**config.mk**
```make
export PLATFORM = sky130hd
export DESIGN_NAME = secs_rtc
export DESIGN_NICKNAME = d
export VERILOG_FILES = /design/src/rtl/rtc_pkg.sv /design/src/rtl/rtc_prescaler.sv /design/src/rtl/rtc_counter.sv /design/src/rtl/rtc_alarm.sv /design/src/rtl/rtc_regs.sv /design/src/rtl/secs_rtc.sv
export SDC_FILE = /design/constraint.sdc
export NUM_CORES = 1
export LEC_CHECK = 0
export BUFFER_PORTS_ARGS = -buffer_cell sky130_fd_sc_hd__buf_4
export CAP_MARGIN = 15
export CORE_UTILIZATION = 41
export DETAILED_ROUTE_END_ITERATION = 8
export SYNTH_ARGS = -nofsm -noshare
export SYNTH_HDL_FRONTEND = slang
export SYNTH_SLANG_ARGS = --single-unit
```
**constraint.sdc**
```tcl
create_clock -name clk -period 2.5 [get_ports clk]
set_input_delay 0.5 -clock clk [delete_from_list [all_inputs] [get_ports clk]]
set_output_delay 0.5 -clock clk [all_outputs]
set_load 0.02 [all_outputs]
```
**src/rtl/rtc_pkg.sv**
```systemverilog
package rtc_pkg;
   localparam int OFF_CTRL  = 'h40;
   localparam int OFF_COUNT = 'h44;
   localparam int OFF_TSET  = 'h4C;
   localparam int OFF_ALARM = 'h50;
   localparam int OFF_CHG   = 'h5C;

   localparam int CTRL_W  = 6;
   localparam int CHG_W   = 4;
   localparam int MASK_LO = 16;

   // bit 5 down to bit 0
   typedef struct packed {
      logic freeze;
      logic keep;
      logic ps_hold;
      logic overdue;
      logic pm_route;
      logic alm_en;
   } ctrl_t;

   // bit 3 down to bit 0
   typedef struct packed {
      logic [1:0] rsel;
      logic       diode_off;
      logic       en;
   } chg_t;
endpackage

```
**src/rtl/rtc_prescaler.sv**
```systemverilog
module rtc_prescaler #(
   parameter int PRESCALE = 32768
) (
   input  logic clk,
   input  logic por_n,
   input  logic clr,
   input  logic tick_en,
   output logic sec_pulse
);
   generate
      if (PRESCALE == 1) begin : g_direct
         assign sec_pulse = tick_en & ~clr;
      end else begin : g_count
         localparam int PS_W = $clog2(PRESCALE);
         localparam logic [PS_W-1:0] LAST = PS_W'(PRESCALE - 1);
         logic [PS_W-1:0] phase_q;

         always_ff @(posedge clk or negedge por_n) begin
            if (!por_n) begin
               phase_q <= '0;
            end else if (clr) begin
               phase_q <= '0;
            end else if (tick_en) begin
               phase_q <= (phase_q == LAST) ? '0 : phase_q + PS_W'(1);
            end
         end

         assign sec_pulse = tick_en & ~clr & (phase_q == LAST);
      end
   endgenerate
endmodule

```
**src/rtl/rtc_counter.sv**
```systemverilog
module rtc_counter #(
   parameter int CNT_W = 32
) (
   input  logic             clk,
   input  logic             por_n,
   input  logic             soft_clr,
   input  logic             load,
   input  logic [CNT_W-1:0] load_val,
   input  logic             step,
   output logic [CNT_W-1:0] count
);
   logic [CNT_W-1:0] count_q;

   always_ff @(posedge clk or negedge por_n) begin
      if (!por_n) begin
         count_q <= '0;
      end else if (soft_clr) begin
         count_q <= '0;
      end else if (load) begin
         count_q <= load_val;
      end else if (step) begin
         count_q <= count_q + CNT_W'(1);   // wraps at the top
      end
   end

   assign count = count_q;
endmodule

```
**src/rtl/rtc_alarm.sv**
```systemverilog
module rtc_alarm #(
   parameter int CNT_W = 32
) (
   input  logic             clk,
   input  logic             por_n,
   input  logic             soft_clr,
   input  logic [CNT_W-1:0] count,
   input  logic [CNT_W-1:0] alarm,
   input  logic             alm_en,
   input  logic             overdue_en,
   input  logic             pm_route,
   output logic             irq,
   output logic             pm_wake
);
   logic hit, hit_q, irq_q, pm_q, rise;

   // level condition; the pulse comes from its rising edge
   assign hit  = alm_en && (alarm != '0) &&
                 ((count == alarm) || (overdue_en && (alarm < count)));
   assign rise = hit & ~hit_q;

   always_ff @(posedge clk or negedge por_n) begin
      if (!por_n) begin
         hit_q <= 1'b0;
         irq_q <= 1'b0;
         pm_q  <= 1'b0;
      end else if (soft_clr) begin
         hit_q <= 1'b0;
         irq_q <= 1'b0;
         pm_q  <= 1'b0;
      end else begin
         hit_q <= hit;
         irq_q <= rise;
         pm_q  <= rise & pm_route;
      end
   end

   assign irq     = irq_q;
   assign pm_wake = pm_q;
endmodule

```
**src/rtl/rtc_regs.sv**
```systemverilog
module rtc_regs
   import rtc_pkg::*;
#(
   parameter int ADDR_W = 8,
   parameter int DATA_W = 32,
   parameter int CNT_W  = 32
) (
   input  logic              clk,
   input  logic              por_n,
   input  logic              soft_clr,
   input  logic              bus_sel,
   input  logic              bus_we,
   input  logic [ADDR_W-1:0] bus_addr,
   input  logic [DATA_W-1:0] bus_wdata,
   input  logic [CNT_W-1:0]  count,
   output logic [DATA_W-1:0] bus_rdata,
   output ctrl_t             ctrl,
   output chg_t              chg,
   output logic [CNT_W-1:0]  alarm,
   output logic              time_load,
   output logic [CNT_W-1:0]  time_val
);
   localparam logic [ADDR_W-1:0] A_CTRL  = ADDR_W'(OFF_CTRL);
   localparam logic [ADDR_W-1:0] A_COUNT = ADDR_W'(OFF_COUNT);
   localparam logic [ADDR_W-1:0] A_TSET  = ADDR_W'(OFF_TSET);
   localparam logic [ADDR_W-1:0] A_ALARM = ADDR_W'(OFF_ALARM);
   localparam logic [ADDR_W-1:0] A_CHG   = ADDR_W'(OFF_CHG);

   logic wr, rd;
   logic wr_ctrl, wr_chg, wr_alarm;
   logic [CTRL_W-1:0] ctrl_bits;
   logic [CHG_W-1:0]  chg_bits;
   logic [CNT_W-1:0]  alarm_q;
   logic [DATA_W-1:0] rdata_q;

   assign wr       = bus_sel & bus_we;
   assign rd       = bus_sel & ~bus_we;
   assign wr_ctrl  = wr && (bus_addr == A_CTRL);
   assign wr_chg   = wr && (bus_addr == A_CHG);
   assign wr_alarm = wr && (bus_addr == A_ALARM);

   assign time_load = wr && (bus_addr == A_TSET);
   assign time_val  = bus_wdata[CNT_W-1:0];

   // per-bit masked write: enable for bit i sits at bit i+16
   genvar gi;
   generate
      for (gi = 0; gi < CTRL_W; gi++) begin : g_ctrl_bit
         always_ff @(posedge clk or negedge por_n) begin
            if (!por_n) begin
               ctrl_bits[gi] <= 1'b0;
            end else if (wr_ctrl && bus_wdata[MASK_LO + gi]) begin
               ctrl_bits[gi] <= bus_wdata[gi];
            end
         end
      end
      for (gi = 0; gi < CHG_W; gi++) begin : g_chg_bit
         always_ff @(posedge clk or negedge por_n) begin
            if (!por_n) begin
               chg_bits[gi] <= 1'b0;
            end else if (wr_chg && bus_wdata[MASK_LO + gi]) begin
               chg_bits[gi] <= bus_wdata[gi];
            end
         end
      end
   endgenerate

   always_ff @(posedge clk or negedge por_n) begin
      if (!por_n) begin
         alarm_q <= '0;
      end else if (soft_clr) begin
         alarm_q <= '0;
      end else if (wr_alarm) begin
         alarm_q <= bus_wdata[CNT_W-1:0];
      end
   end

   always_ff @(posedge clk or negedge por_n) begin
      if (!por_n) begin
         rdata_q <= '0;
      end else if (rd) begin
         case (bus_addr)
            A_CTRL:  rdata_q <= DATA_W'(ctrl_bits);
            A_COUNT: rdata_q <= DATA_W'(count);
            A_ALARM: rdata_q <= DATA_W'(alarm_q);
            A_CHG:   rdata_q <= DATA_W'(chg_bits);
            default: rdata_q <= '0;
         endcase
      end
   end

   assign ctrl      = ctrl_t'(ctrl_bits);
   assign chg       = chg_t'(chg_bits);
   assign alarm     = alarm_q;
   assign bus_rdata = rdata_q;
endmodule

```
**src/rtl/secs_rtc.sv**
```systemverilog
module secs_rtc
   import rtc_pkg::*;
#(
   parameter int PRESCALE = 32768,
   parameter int CNT_W    = 32,
   parameter int DATA_W   = 32,
   parameter int ADDR_W   = 8
) (
   input  logic              clk,
   input  logic              por_n,
   input  logic              sys_rst_n,
   input  logic              tick_en,
   input  logic              bus_sel,
   input  logic              bus_we,
   input  logic [ADDR_W-1:0] bus_addr,
   input  logic [DATA_W-1:0] bus_wdata,
   output logic [DATA_W-1:0] bus_rdata,
   output logic              irq_o,
   output logic              pm_wake_o,
   output logic [1:0]        chg_rsel_o,
   output logic              chg_diode_off_o,
   output logic              chg_en_o
);
   generate
      if (PRESCALE < 1) begin : g_bad_prescale
         $error("PRESCALE must be at least 1");
      end
      if (CNT_W < 2 || CNT_W > DATA_W) begin : g_bad_cnt
         $error("CNT_W must lie in 2..DATA_W");
      end
      if (DATA_W < MASK_LO + CTRL_W) begin : g_bad_data
         $error("DATA_W too narrow for masked writes");
      end
      if (ADDR_W < 7) begin : g_bad_addr
         $error("ADDR_W must reach offset 0x5C");
      end
   endgenerate

   ctrl_t            ctrl_q;
   chg_t             chg_q;
   logic [CNT_W-1:0] count_q;
   logic [CNT_W-1:0] alarm_q;
   logic [CNT_W-1:0] time_val;
   logic             time_load;
   logic             soft_clr;
   logic             ps_clr;
   logic             sec_pulse;

   assign soft_clr = ~sys_rst_n & ~ctrl_q.keep;
   assign ps_clr   = soft_clr | ctrl_q.ps_hold | time_load;

   rtc_regs #(.ADDR_W(ADDR_W), .DATA_W(DATA_W), .CNT_W(CNT_W)) u_regs (
      .clk       (clk),
      .por_n     (por_n),
      .soft_clr  (soft_clr),
      .bus_sel   (bus_sel),
      .bus_we    (bus_we),
      .bus_addr  (bus_addr),
      .bus_wdata (bus_wdata),
      .count     (count_q),
      .bus_rdata (bus_rdata),
      .ctrl      (ctrl_q),
      .chg       (chg_q),
      .alarm     (alarm_q),
      .time_load (time_load),
      .time_val  (time_val)
   );

   rtc_prescaler #(.PRESCALE(PRESCALE)) u_ps (
      .clk       (clk),
      .por_n     (por_n),
      .clr       (ps_clr),
      .tick_en   (tick_en),
      .sec_pulse (sec_pulse)
   );

   rtc_counter #(.CNT_W(CNT_W)) u_cnt (
      .clk      (clk),
      .por_n    (por_n),
      .soft_clr (soft_clr),
      .load     (time_load),
      .load_val (time_val),
      .step     (sec_pulse & ~ctrl_q.freeze),
      .count    (count_q)
   );

   rtc_alarm #(.CNT_W(CNT_W)) u_alm (
      .clk        (clk),
      .por_n      (por_n),
      .soft_clr   (soft_clr),
      .count      (count_q),
      .alarm      (alarm_q),
      .alm_en     (ctrl_q.alm_en),
      .overdue_en (ctrl_q.overdue),
      .pm_route   (ctrl_q.pm_route),
      .irq        (irq_o),
      .pm_wake    (pm_wake_o)
   );

   assign chg_rsel_o      = chg_q.rsel;
   assign chg_diode_off_o = chg_q.diode_off;
   assign chg_en_o        = chg_q.en;
endmodule

```
==> run summary <==
=======================================================================================
Final worst-path cycle share                                                      93.8%
# port buffers                                                                       83
Die X-Extent                                                                     133 um
Category of the most critical setup path                                   flop to flop
Via count of the first global-routing pass                                         6286
Slew Limit Fails                                                                      0
Number of top-level design ports                                                     84
Setup repair after global routing missed its margin                               false
Pwr per Cell Area                                                            563 nW/um2
Largest net degree at the start of global routing                                    69
Via count of the routed design                                                     6330
Slowest cell on the critical path                                          sky130_fd_sc_hd__or4_4
Final setup vio count                                                                 0
Post-route cell area                                                           8670 um2
Remaining DRCs                                                                        0
Layout cell share with drive strength beyond 1                                    19.9%
H-tree levels                                                                         4
Starting density of the core                                                      42.1%
Clock period minus worst slack                                                  2350 ps
Peak clock frequency supported by timing                                        426 MHz
Wire length reported by the detailed router                                     21.1 mm
Start point of the worst min-delay path                                    bus_wdata[5]
Type of destination of the critical path                                           flop
Critical-path cell list                                                    ha_1, nand3_1, or4_4, buf_4, o21ai_2, nor2_1, nand3_1, o311ai_0
Floorplan row count                                                                  47
Transition time of the tightest slew-check pin                                   691 ps
Async S/R FF share, synth                                                          100%
Clock Skew                                                                      10.3 ps
Maximum net fanout on the critical path                                               7
Total grt overflow                                                                    0
Post-DR vias/cell                                                                  5.71
Wire length of the first global-routing pass                                    34.1 mm
Main synth FF type                                                         sky130_fd_sc_hd__dfrtp_1
Vertical extent of the die                                                       133 um
Global-route usage over all layers                                                25.1%
Area of the mapped netlist                                                     7000 um2
P_leak                                                                          3.72 nW
Final hold viol count                                                                 0
Kind of launch point of the worst setup path                                       flop
Hold Crit Class                                                            input pin to flop
Worst skew pair latency                                                          420 ps
Most prevalent standard cell on the critical path                          sky130_fd_sc_hd__nand3_1
Placed Instance Area                                                           8030 um2
Number of violations reported at the end of detailed-routing iteration 0            564
Clk pin slew, worst setup/hold paths                                              60 ps
Total clock buffers created by CTS                                                   17
Number of synthesis warnings                                                          0
CP startpoint                                                              u_ps.g_count.phase_q[0]
Data arrival time of the critical path                                          2610 ps
Maximum VDD drop                                                             0.000457 V
Core Footprint                                                                16600 um2
Number of instances in the synthesized netlist                                      776
Maximum buffer depth of the clock tree                                                2
Area growth from synthesis to final layout                                        23.9%
Net count of the mapped netlist                                                     856
Startpoint of the most critical register-to-register path                  u_ps.g_count.phase_q[0]
Cell variety after synth                                                             61
Required time at the worst-slack endpoint                                       2760 ps
Number of iterations in the first detailed-routing pass                               5
Critical path buffer and inverter count                                               1
Floorplan die area                                                            17600 um2
Worst Hold Slack                                                                 315 ps
TritonCTS Sinks                                                                     124
Post-CTS resize count                                                                 0
Seq cells post-synth                                                                124
Critical Path Max Stage Delay                                                    590 ps
Status                                                                     complete, no violations
Nets@finish                                                                         955
Family with the most delay on the worst path                               simple AND/OR/NAND/NOR gates
Normalized max-slew margin                                                        53.9%
Antenna cells                                                                         0
Clk Tree Root Cell                                                         sky130_fd_sc_hd__clkbuf_16
Register-to-Register Setup Slack                                                 150 ps
Post-synthesis area per instance                                               9.02 um2
Hold Buf Count CTS                                                                    1
Postcts setup bufs                                                                    0
Setup ws final                                                                   155 ps
Post-synthesis sequential area ratio                                              44.3%
Post-route antenna net violation count                                                0
Routability congestion estimate                                                   0.929
WL per Instance                                                                 19.1 um
Initial antenna violation count                                                       0
Power consumption                                                               4.88 mW
CTS tree                                                                            yes
Total of max-cap violations                                                           0
Count of flip-flops with a built-in enable after synthesis                            0
DP Wirelength                                                                   15.4 mm
Setup TNS after final layout                                                       0 ps
Worst setup slack after placement                                                111 ps
=======================================================================================
==> cells in the mapped netlist (3+ instances only) <==
cell	count	area [um2]
sky130_fd_sc_hd__xor2_1	3	26.3
sky130_fd_sc_hd__nand2_1	130	488
sky130_fd_sc_hd__nand4_1	20	125
sky130_fd_sc_hd__nor2_1	21	78.8
sky130_fd_sc_hd__buf_2	9	45.0
sky130_fd_sc_hd__or3_1	6	37.5
sky130_fd_sc_hd__nor2b_1	4	25.0
sky130_fd_sc_hd__o21ai_0	64	320
sky130_fd_sc_hd__inv_1	37	139
sky130_fd_sc_hd__a22oi_1	27	203
sky130_fd_sc_hd__dfrtp_1	124	3100
sky130_fd_sc_hd__nand3_1	24	120
sky130_fd_sc_hd__ha_1	34	425
sky130_fd_sc_hd__and4_1	3	26.3
sky130_fd_sc_hd__xnor2_1	30	263
sky130_fd_sc_hd__nor4_1	15	93.8
sky130_fd_sc_hd__a221oi_1	4	35.0
sky130_fd_sc_hd__nor4_2	3	37.5
sky130_fd_sc_hd__o21ai_1	12	60.1
sky130_fd_sc_hd__buf_4	6	45.0
sky130_fd_sc_hd__clkbuf_1	23	86.3
sky130_fd_sc_hd__and3_1	11	68.8
sky130_fd_sc_hd__mux2_2	4	45.0
sky130_fd_sc_hd__a21oi_1	81	405
sky130_fd_sc_hd__nor3_1	22	110
sky130_fd_sc_hd__mux2_1	6	67.6
sky130_fd_sc_hd__a22o_1	5	43.8
==> through the flow <==
step | cells | util (%)
after floorplan | 776 | -
after global placement | 1075 | 48.3
after detailed placement | 1075 | 48.3
after CTS | 1108 | 52.1
after global routing | 1108 | 52.1
final | 1108 | 52.1
==> placed cells by master (no fill, tap or decap), types with 11 or more instances in the layout <==
cell | netlist | routed
sky130_fd_sc_hd__ha_1 | 34 | 34
sky130_fd_sc_hd__clkbuf_16 | 0 | 17
sky130_fd_sc_hd__nand3_1 | 24 | 24
sky130_fd_sc_hd__nor4_1 | 15 | 15
sky130_fd_sc_hd__nand4_1 | 20 | 20
sky130_fd_sc_hd__inv_1 | 37 | 37
sky130_fd_sc_hd__nor3_1 | 22 | 22
sky130_fd_sc_hd__nor2_1 | 21 | 20
sky130_fd_sc_hd__o21ai_0 | 64 | 64
sky130_fd_sc_hd__and3_1 | 11 | 11
sky130_fd_sc_hd__a21oi_1 | 81 | 81
sky130_fd_sc_hd__a22oi_1 | 27 | 27
sky130_fd_sc_hd__dfrtp_1 | 124 | 124
sky130_fd_sc_hd__o21ai_1 | 12 | 12
sky130_fd_sc_hd__buf_4 | 6 | 115
sky130_fd_sc_hd__nand2_1 | 130 | 130
sky130_fd_sc_hd__xnor2_1 | 30 | 30
==> layout make-up <==
cell class	instances	area, um2
clock buffer	18	439
clock inverter	14	193
fill	1548	7970
inverter	37	139
multi-input combinational	575	3570
sequential	124	3100
tap	220	275
timing repair buffer	120	953
==> sequential cells by signal (all words and copies together) (netlist names) <==
register and flops:
u_regs.chg 4, u_alm.pm_wake 1, u_regs.ctrl 6, u_alm.irq 1, u_alm.hit_q 1, u_ps.g_count.phase_q 15
u_regs.alarm 32, u_cnt.count 32, u_regs.bus_rdata 32
==> final timing paths <==
check,endpoint,cells past startpoint
max reg2reg,u_ps.g_count.phase_q[10],8
min reg2reg,u_regs.bus_rdata[16],2
max,u_ps.g_count.phase_q[10],8
min,u_regs.ctrl[5],2
max in group asynchronous,u_regs.alarm[9],3
min in group asynchronous,u_regs.alarm[22],2
==> power by group <==
| group | switching [mW] | internal [mW] | leakage (nW) |
|---|---|---|---|
| clock network | 0.934 | 1.69 | 0.302 |
| registers | 0.00668 | 2.01 | 1.73 |
| logic | 0.147 | 0.0840 | 1.68 |
==> metal layers <==
metal	GRT usage [%]	part of all wire, %
met3	4.21	6.7
met1	34.7	45
met4	9.96	2.5
met5	0	0
met2	39.2	46
==> cells by family after synthesis <==
logic type      Yosys count  synth area share, %
buf+inv                  77                 4.74
flops                   124                 44.3
xor+xnor                 33                 4.13
mux                      11                 1.75
compound gates          208                 17.1
simple gates            289                 21.9
fa+ha+maj                34                 6.08
==> worst register-to-register path, stage by stage (launching register included) <==
cell and delay [ps]:
sky130_fd_sc_hd__dfrtp_1 390, sky130_fd_sc_hd__ha_1 210, sky130_fd_sc_hd__nand3_1 190, sky130_fd_sc_hd__or4_4 590
sky130_fd_sc_hd__buf_4 190, sky130_fd_sc_hd__o21ai_2 260, sky130_fd_sc_hd__nor2_1 120, sky130_fd_sc_hd__nand3_1 100
sky130_fd_sc_hd__o311ai_0 150
No activity file was read; power rests on OpenSTA's default activity.
